===== config.mk =====
export PLATFORM = sky130hd
export DESIGN_NAME = parked_scan_chain
export DESIGN_NICKNAME = d
export VERILOG_FILES = /design/src/rtl/parked_scan_pkg.sv /design/src/rtl/parked_scan_ctrl.sv /design/src/rtl/parked_scan_datapath.sv /design/src/rtl/parked_scan_chain.sv
export SDC_FILE = /design/constraint.sdc
export NUM_CORES = 1
export LEC_CHECK = 0
export ABC_AREA = 1
export BUFFER_PORTS_ARGS = -buffer_cell sky130_fd_sc_hd__buf_2
export CAP_MARGIN = 15
export CELL_PAD_IN_SITES_DETAIL_PLACEMENT = 1
export CELL_PAD_IN_SITES_GLOBAL_PLACEMENT = 1
export CORE_AREA = 5 5 42 44
export DETAILED_ROUTE_END_ITERATION = 8
export DIE_AREA = 0 0 47 49
export GPL_ROUTABILITY_DRIVEN = 0
export GPL_TIMING_DRIVEN = 0
export PLACE_DENSITY = 0.77
export SYNTH_ARGS = -nofsm -noshare
export SYNTH_HDL_FRONTEND = slang
export SYNTH_SLANG_ARGS = --single-unit

===== constraint.sdc =====
create_clock -name clk -period 1.3 [get_ports clk]
set_input_delay 0 -clock clk [delete_from_list [all_inputs] [get_ports clk]]
set_output_delay 0 -clock clk [all_outputs]
set_load 0.02 [all_outputs]

===== src/rtl/parked_scan_pkg.sv =====
package parked_scan_pkg;
  // Strobes that the mode decoder hands to the storage datapath.
  typedef struct packed {
    logic clearEn;   // synchronous clear of every bit
    logic shiftEn;   // serial shift along the chain
    logic captureEn; // parallel load of functional data
    logic parkEn;    // hold functional outputs at the park vector
  } scanStrobes_t;
endpackage


===== src/rtl/parked_scan_ctrl.sv =====
module parked_scan_ctrl
  import parked_scan_pkg::*;
(
  input  logic         rst,
  input  logic         scanEn,
  output scanStrobes_t strobes
);
  // Reset wins over both load modes; parking depends only on scan-enable.
  always_comb begin
    strobes           = '0;
    strobes.clearEn   = rst;
    strobes.shiftEn   = !rst && scanEn;
    strobes.captureEn = !rst && !scanEn;
    strobes.parkEn    = scanEn;
  end
endmodule


===== src/rtl/parked_scan_datapath.sv =====
module parked_scan_datapath
  import parked_scan_pkg::*;
#(
  parameter int                    NUM_BITS = 8,
  parameter logic [NUM_BITS-1:0]   PARK_VEC = '0
) (
  input  logic                clk,
  input  scanStrobes_t        strobes,
  input  logic                scanIn,
  input  logic [NUM_BITS-1:0] dataIn,
  output logic [NUM_BITS-1:0] storedVec,
  output logic [NUM_BITS-1:0] funcOut,
  output logic                scanOut
);
  localparam int LAST = NUM_BITS - 1;

  // Serial input seen by each bit: external pin for bit 0, neighbour otherwise.
  logic [NUM_BITS-1:0] serialSrc;

  for (genvar i = 0; i < NUM_BITS; i++) begin : g_bit
    if (i == 0) begin : g_head
      assign serialSrc[i] = scanIn;
    end else begin : g_body
      assign serialSrc[i] = storedVec[i-1];
    end

    always_ff @(posedge clk) begin
      if (strobes.clearEn)        storedVec[i] <= 1'b0;
      else if (strobes.shiftEn)   storedVec[i] <= serialSrc[i];
      else if (strobes.captureEn) storedVec[i] <= dataIn[i];
    end

    // Park mux: constant per bit while shifting, stored value otherwise.
    if (PARK_VEC[i]) begin : g_park1
      assign funcOut[i] = storedVec[i] | strobes.parkEn;
    end else begin : g_park0
      assign funcOut[i] = storedVec[i] & ~strobes.parkEn;
    end
  end

  assign scanOut = storedVec[LAST];
endmodule


===== src/rtl/parked_scan_chain.sv =====
module parked_scan_chain
  import parked_scan_pkg::*;
#(
  parameter int                  NUM_BITS = 8,
  parameter logic [NUM_BITS-1:0] PARK_VEC = 8'hA5
) (
  input  logic                clk,
  input  logic                rst,
  input  logic                scanEn,
  input  logic                scanIn,
  input  logic [NUM_BITS-1:0] dataIn,
  output logic [NUM_BITS-1:0] funcOut,
  output logic                scanOut
);
  scanStrobes_t        strobes;
  logic [NUM_BITS-1:0] storedVec;

  parked_scan_ctrl u_ctrl (
    .rst     (rst),
    .scanEn  (scanEn),
    .strobes (strobes)
  );

  parked_scan_datapath #(
    .NUM_BITS (NUM_BITS),
    .PARK_VEC (PARK_VEC)
  ) u_dp (
    .clk       (clk),
    .strobes   (strobes),
    .scanIn    (scanIn),
    .dataIn    (dataIn),
    .storedVec (storedVec),
    .funcOut   (funcOut),
    .scanOut   (scanOut)
  );
endmodule


==> Yosys cells after proc, flatten, opt, wreduce, memory -nomap -nowiden <==
Cells that the tools add are included.
{ "word_totals": {"regBits": 8, "input_bits": 12, "output_inout_bits": 9, "word_cells": 38} }
{ "op_classes": {"muxes": 16, "n_bitwise": 9, "reduce_logical": 5} }
{ "ops": {"columns": ["operator", "count"], "rows": [
  ["2-to-1 mux 1 bit", 16],
  ["bitwise AND 1 bit", 4],
  ["OR 1 bit", 4],
  ["logical AND 1 bit", 2],
  ["logical NOT 1 bit", 2],
  ["nonzero test 2 bit", 1],
  ["NOT 1 bit", 1]
]} }

==> Logic depth before layout (Yosys ltp) <==
{ "logic_depth": {"depth_word": 4, "ltp_mapped": 3, "ltp_nobuf": 3} }

==> Modules after synthesis <==
From an unflattened synthesis, not the netlist that was laid out.
{ "unflattened": {"cells_unflattened": 78, "hier_area_um2": 489.2} }
{ "by_module_without_submodules": {"columns": ["module", "instances", "cells_each", "area_each_um2", "seq_area_each_um2"], "rows": [
  ["parked_scan_datapath", 1, 73, 460.4, 160.2],
  ["parked_scan_ctrl", 1, 5, 28.8, 0.0]
]} }

==> Least setup slack after synthesis <==
OpenSTA, ideal clock, no wires.
{ "synth_path": {"path_kind": "reg-to-output", "from": "reg u_dp.storedVec[7], in the netlist u_dp.scanOut", "to": "out funcOut[7]", "t_arrival_ps": 670, "required_time_ps": 1300, "path_slack_ps": 630, "path_stages_with_launch": 2, "n_path_buf": 0, "cell_sequence": "dfxtp_1 -> or2_1"} }
{ "synth_between": {"elab_chain_len": 1} }
{ "synth_rtl": {"columns": ["item", "line_no", "rtl"], "rows": [
  ["start: declaration", "parked_scan_datapath.sv:11", "output logic [NUM_BITS-1:0] storedVec,"],
  ["start signal: indexed assignment", "parked_scan_datapath.sv:29", "else if (strobes.shiftEn) storedVec[i] <= serialSrc[i];"],
  ["start signal: indexed assignment", "parked_scan_datapath.sv:30", "else if (strobes.captureEn) storedVec[i] <= dataIn[i];"],
  ["OR 1 bit", "parked_scan_datapath.sv:35", "assign funcOut[i] = storedVec[i] | strobes.parkEn;"],
  ["end: declaration", "parked_scan_chain.sv:12", "output logic [NUM_BITS-1:0] funcOut,"]
]} }
No other way between the ends.

==> Worst setup path after layout <==
{ "layout_path": {"from": "in scanIn", "to": "reg u_dp.storedVec[0]"} }
{ "layout_between": {"elab_chain_len": 1} }
{ "layout_rtl": {"columns": ["item", "line_no", "rtl"], "rows": [
  ["start: declaration", "parked_scan_chain.sv:10", "input logic scanIn,"],
  ["2-to-1 mux 1 bit", "parked_scan_datapath.sv:29", null]
]} }
No other way between the ends.
A chain may end at the register's enable or synchronous reset.

==> parameters.txt <==
Parameter                              Value

Power
  Maximum VDD drop    0.441 mV
  Total power density per cell area    1040 nW/um^2
  Post-layout power    0.584 mW
  Static leakage    0.289 nW

Layout
  Cell area after layout    561 um^2
  Fillers    181
  Most frequent cells in the layout    20 x nor2_1, 20 x buf_2, 8 x dlygate4sd3_1, 8 x dfxtp_1
  Combined flip-flop and latch cell area    160 um^2
  Final Instance Count excl. Fillers    94
  Post-layout util    40.0%
  Area of the multi-input gates    144 um^2
  Area grow syn2layout    65.9%
  Fraction of final layout cells sized beyond drive strength 1    32.1%
  Final nets    92
  Count of antenna diodes in the layout    0

STA
  Final sum of negative setup slack    0 ns
  Peak Freq    838 MHz
  Slew headroom    83.6%
  Crit share post-route    91.8%
  Number of setup violations in the final report    0
  Worst hold margin    0.0105 ns
  Count of final hold-check violations    0
  Setup ws final    0.107 ns
  Setup repair after global routing missed its margin    false
  Final min period    1.19 ns
  Slew of the pin with the lowest slew margin    0.245 ns
  Largest clock skew in the final design    0.0000963 ns
  Final Max Tran Viols    0

Logic synthesis
  Post-Syn Area per Cell    7.19 um^2
  Cell variety after synth    8
  Number of nets in the synthesized netlist    59
  Register area share after synthesis    47.4%
  Cell count after synthesis    47
  Post-synthesis instance area    338 um^2
  Synthesis warning total    0
  Register bit total from synthesis    8

Route
  DRC viols    0
  Detail-routed via count per cell    4.21
  Violation count after the first detailed-routing iteration    5
  Post-detailed-routing wire length    944 um
  Total number of vias    396
  Average wire per standard cell    10.0 um
  First-pass iteration count of the detailed router    4
  Number of antenna-violating nets in the routed design    0

Floorplan
  Initial Util    24.1%
  Die boundary width    47 um
  Die span in y    49 um
  Floorplan Core Area    1400 um^2
  I/O pins    21
  Area of the die    2300 um^2
  # rows    14

Critical path
  Data arrival time of the critical path    1.33 ns
  Data required time at the worst endpoint    1.44 ns
  Critical Path Source Type    input port
  Category of the worst setup path capture point    flop
  CP Class    in2reg
  Max Fanout on Critical Path    1

Worst hold path
  Type of the tightest min-delay check    in2reg

CTS
  Buffer levels on the longest clock path    2
  CTS tree    yes
  Clk Latency, worst-skew pair    0.25 ns
  Cell at the root of the clock tree    clkbuf_4
  Post-CTS setup buffer count    0
  CTS Buf Count    3
  Sink Count    8
  Worst-path clk slew    0.05 ns
  H-tree depth    1
  Post-cts gate resize count    0

Place
  Total placed instance area    458 um^2
  Post-detailed-placement half-perimeter wirelength    664 um
  Worst Setup Slack post-DPL    0.639 ns
  Placed Instances    83
  Count of input and output buffers    20

Outcome
  Result of the run    completed

Job
  Max_cap viols    0

Global routing
  Global-route wire length before repair    1.48 mm
  GRT Overall Usage    9.31%
  Residual overflow from global routing    0
  Vias in the first global route    369
  Maximum number of pins on one net before global-route repair    11
  Initial antenna violation count    0
==> registers in the layout, indices dropped and copies added, names as in the netlist <==
| signal | cells |
|---|---|
| u_dp.scanOut | 1 |
| u_dp.storedVec | 7 |
==> worst paths after layout <==
kind	slack, ns	cells after the start	endpoint	from
hold reg to reg	0.48	2	u_dp.scanOut	u_dp.storedVec[6]
setup / recovery	0.11	5	u_dp.storedVec[0]	scanIn
hold / removal	0.01	3	u_dp.storedVec[4]	dataIn[4]
setup reg to reg	0.72	2	u_dp.storedVec[4]	u_dp.storedVec[3]
==> per-layer routing <==
| metal | global-route usage [%] | vias to the layer above | wire (um) |
|---|---|---|---|
| met3 | 4.43 | 5 | 96 |
| met5 | 0 | - | 0 |
| met2 | 14.5 | 18 | 453 |
| met1 | 9.05 | 168 | 361 |
| li1 | - | 205 | - |
| met4 | 6.91 | 0 | 32 |
==> area by class of cell <==
cell class              instances  area share, %
flip-flops and latches          8           28.6
well taps                      16           3.57
multi-input cells              32           25.7
inverters                       6           4.02
plain buffers                   1           2.01
clock buffers                   3           4.02
repair buffers                 28           32.1
==> cell families after synthesis <==
kind of cell           Yosys count  share of synthesized area [%]
and+or+nand+nor                 24                           29.6
DFF                              8                           47.4
AOI/OAI and AO/OA                8                           13.0
buffers and inverters            7                           10.0
==> worst max-delay path, cell delays in order <==
cell,delay (ns)
dlygate4sd3_1,0.54
buf_2,0.12
nor2_1,0.09
nor2_1,0.05
dlygate4sd3_1,0.54
==> timing repair <==
| item | CTS | global route |
|---|---|---|
| endpoints found under the hold margin | 7 | 0 |
| endpoints found under the setup margin | 0 | 0 |
| hold buffers | 8 | 0 |
==> where the power goes <==
| group | total (mW) | switching, mW | leakage, nW | internal (mW) |
|---|---|---|---|---|
| Sequential | 0.270 | 0.00705 | 0.0666 | 0.263 |
| Clock | 0.190 | 0.0845 | 0.0138 | 0.106 |
| Combinational | 0.124 | 0.0646 | 0.208 | 0.0593 |
| Total | 0.584 | 0.156 | 0.289 | 0.428 |
==> cell usage after synthesis, drive strengths merged <==
library cell / number / area share [%]
nor2: 20 / 22
dfxtp: 8 / 47
o21ai: 8 / 13
inv: 6 / 6.7
or2: 4 / 7.4
buf: 1 / 3.3
(Power assumes the default switching activity.)
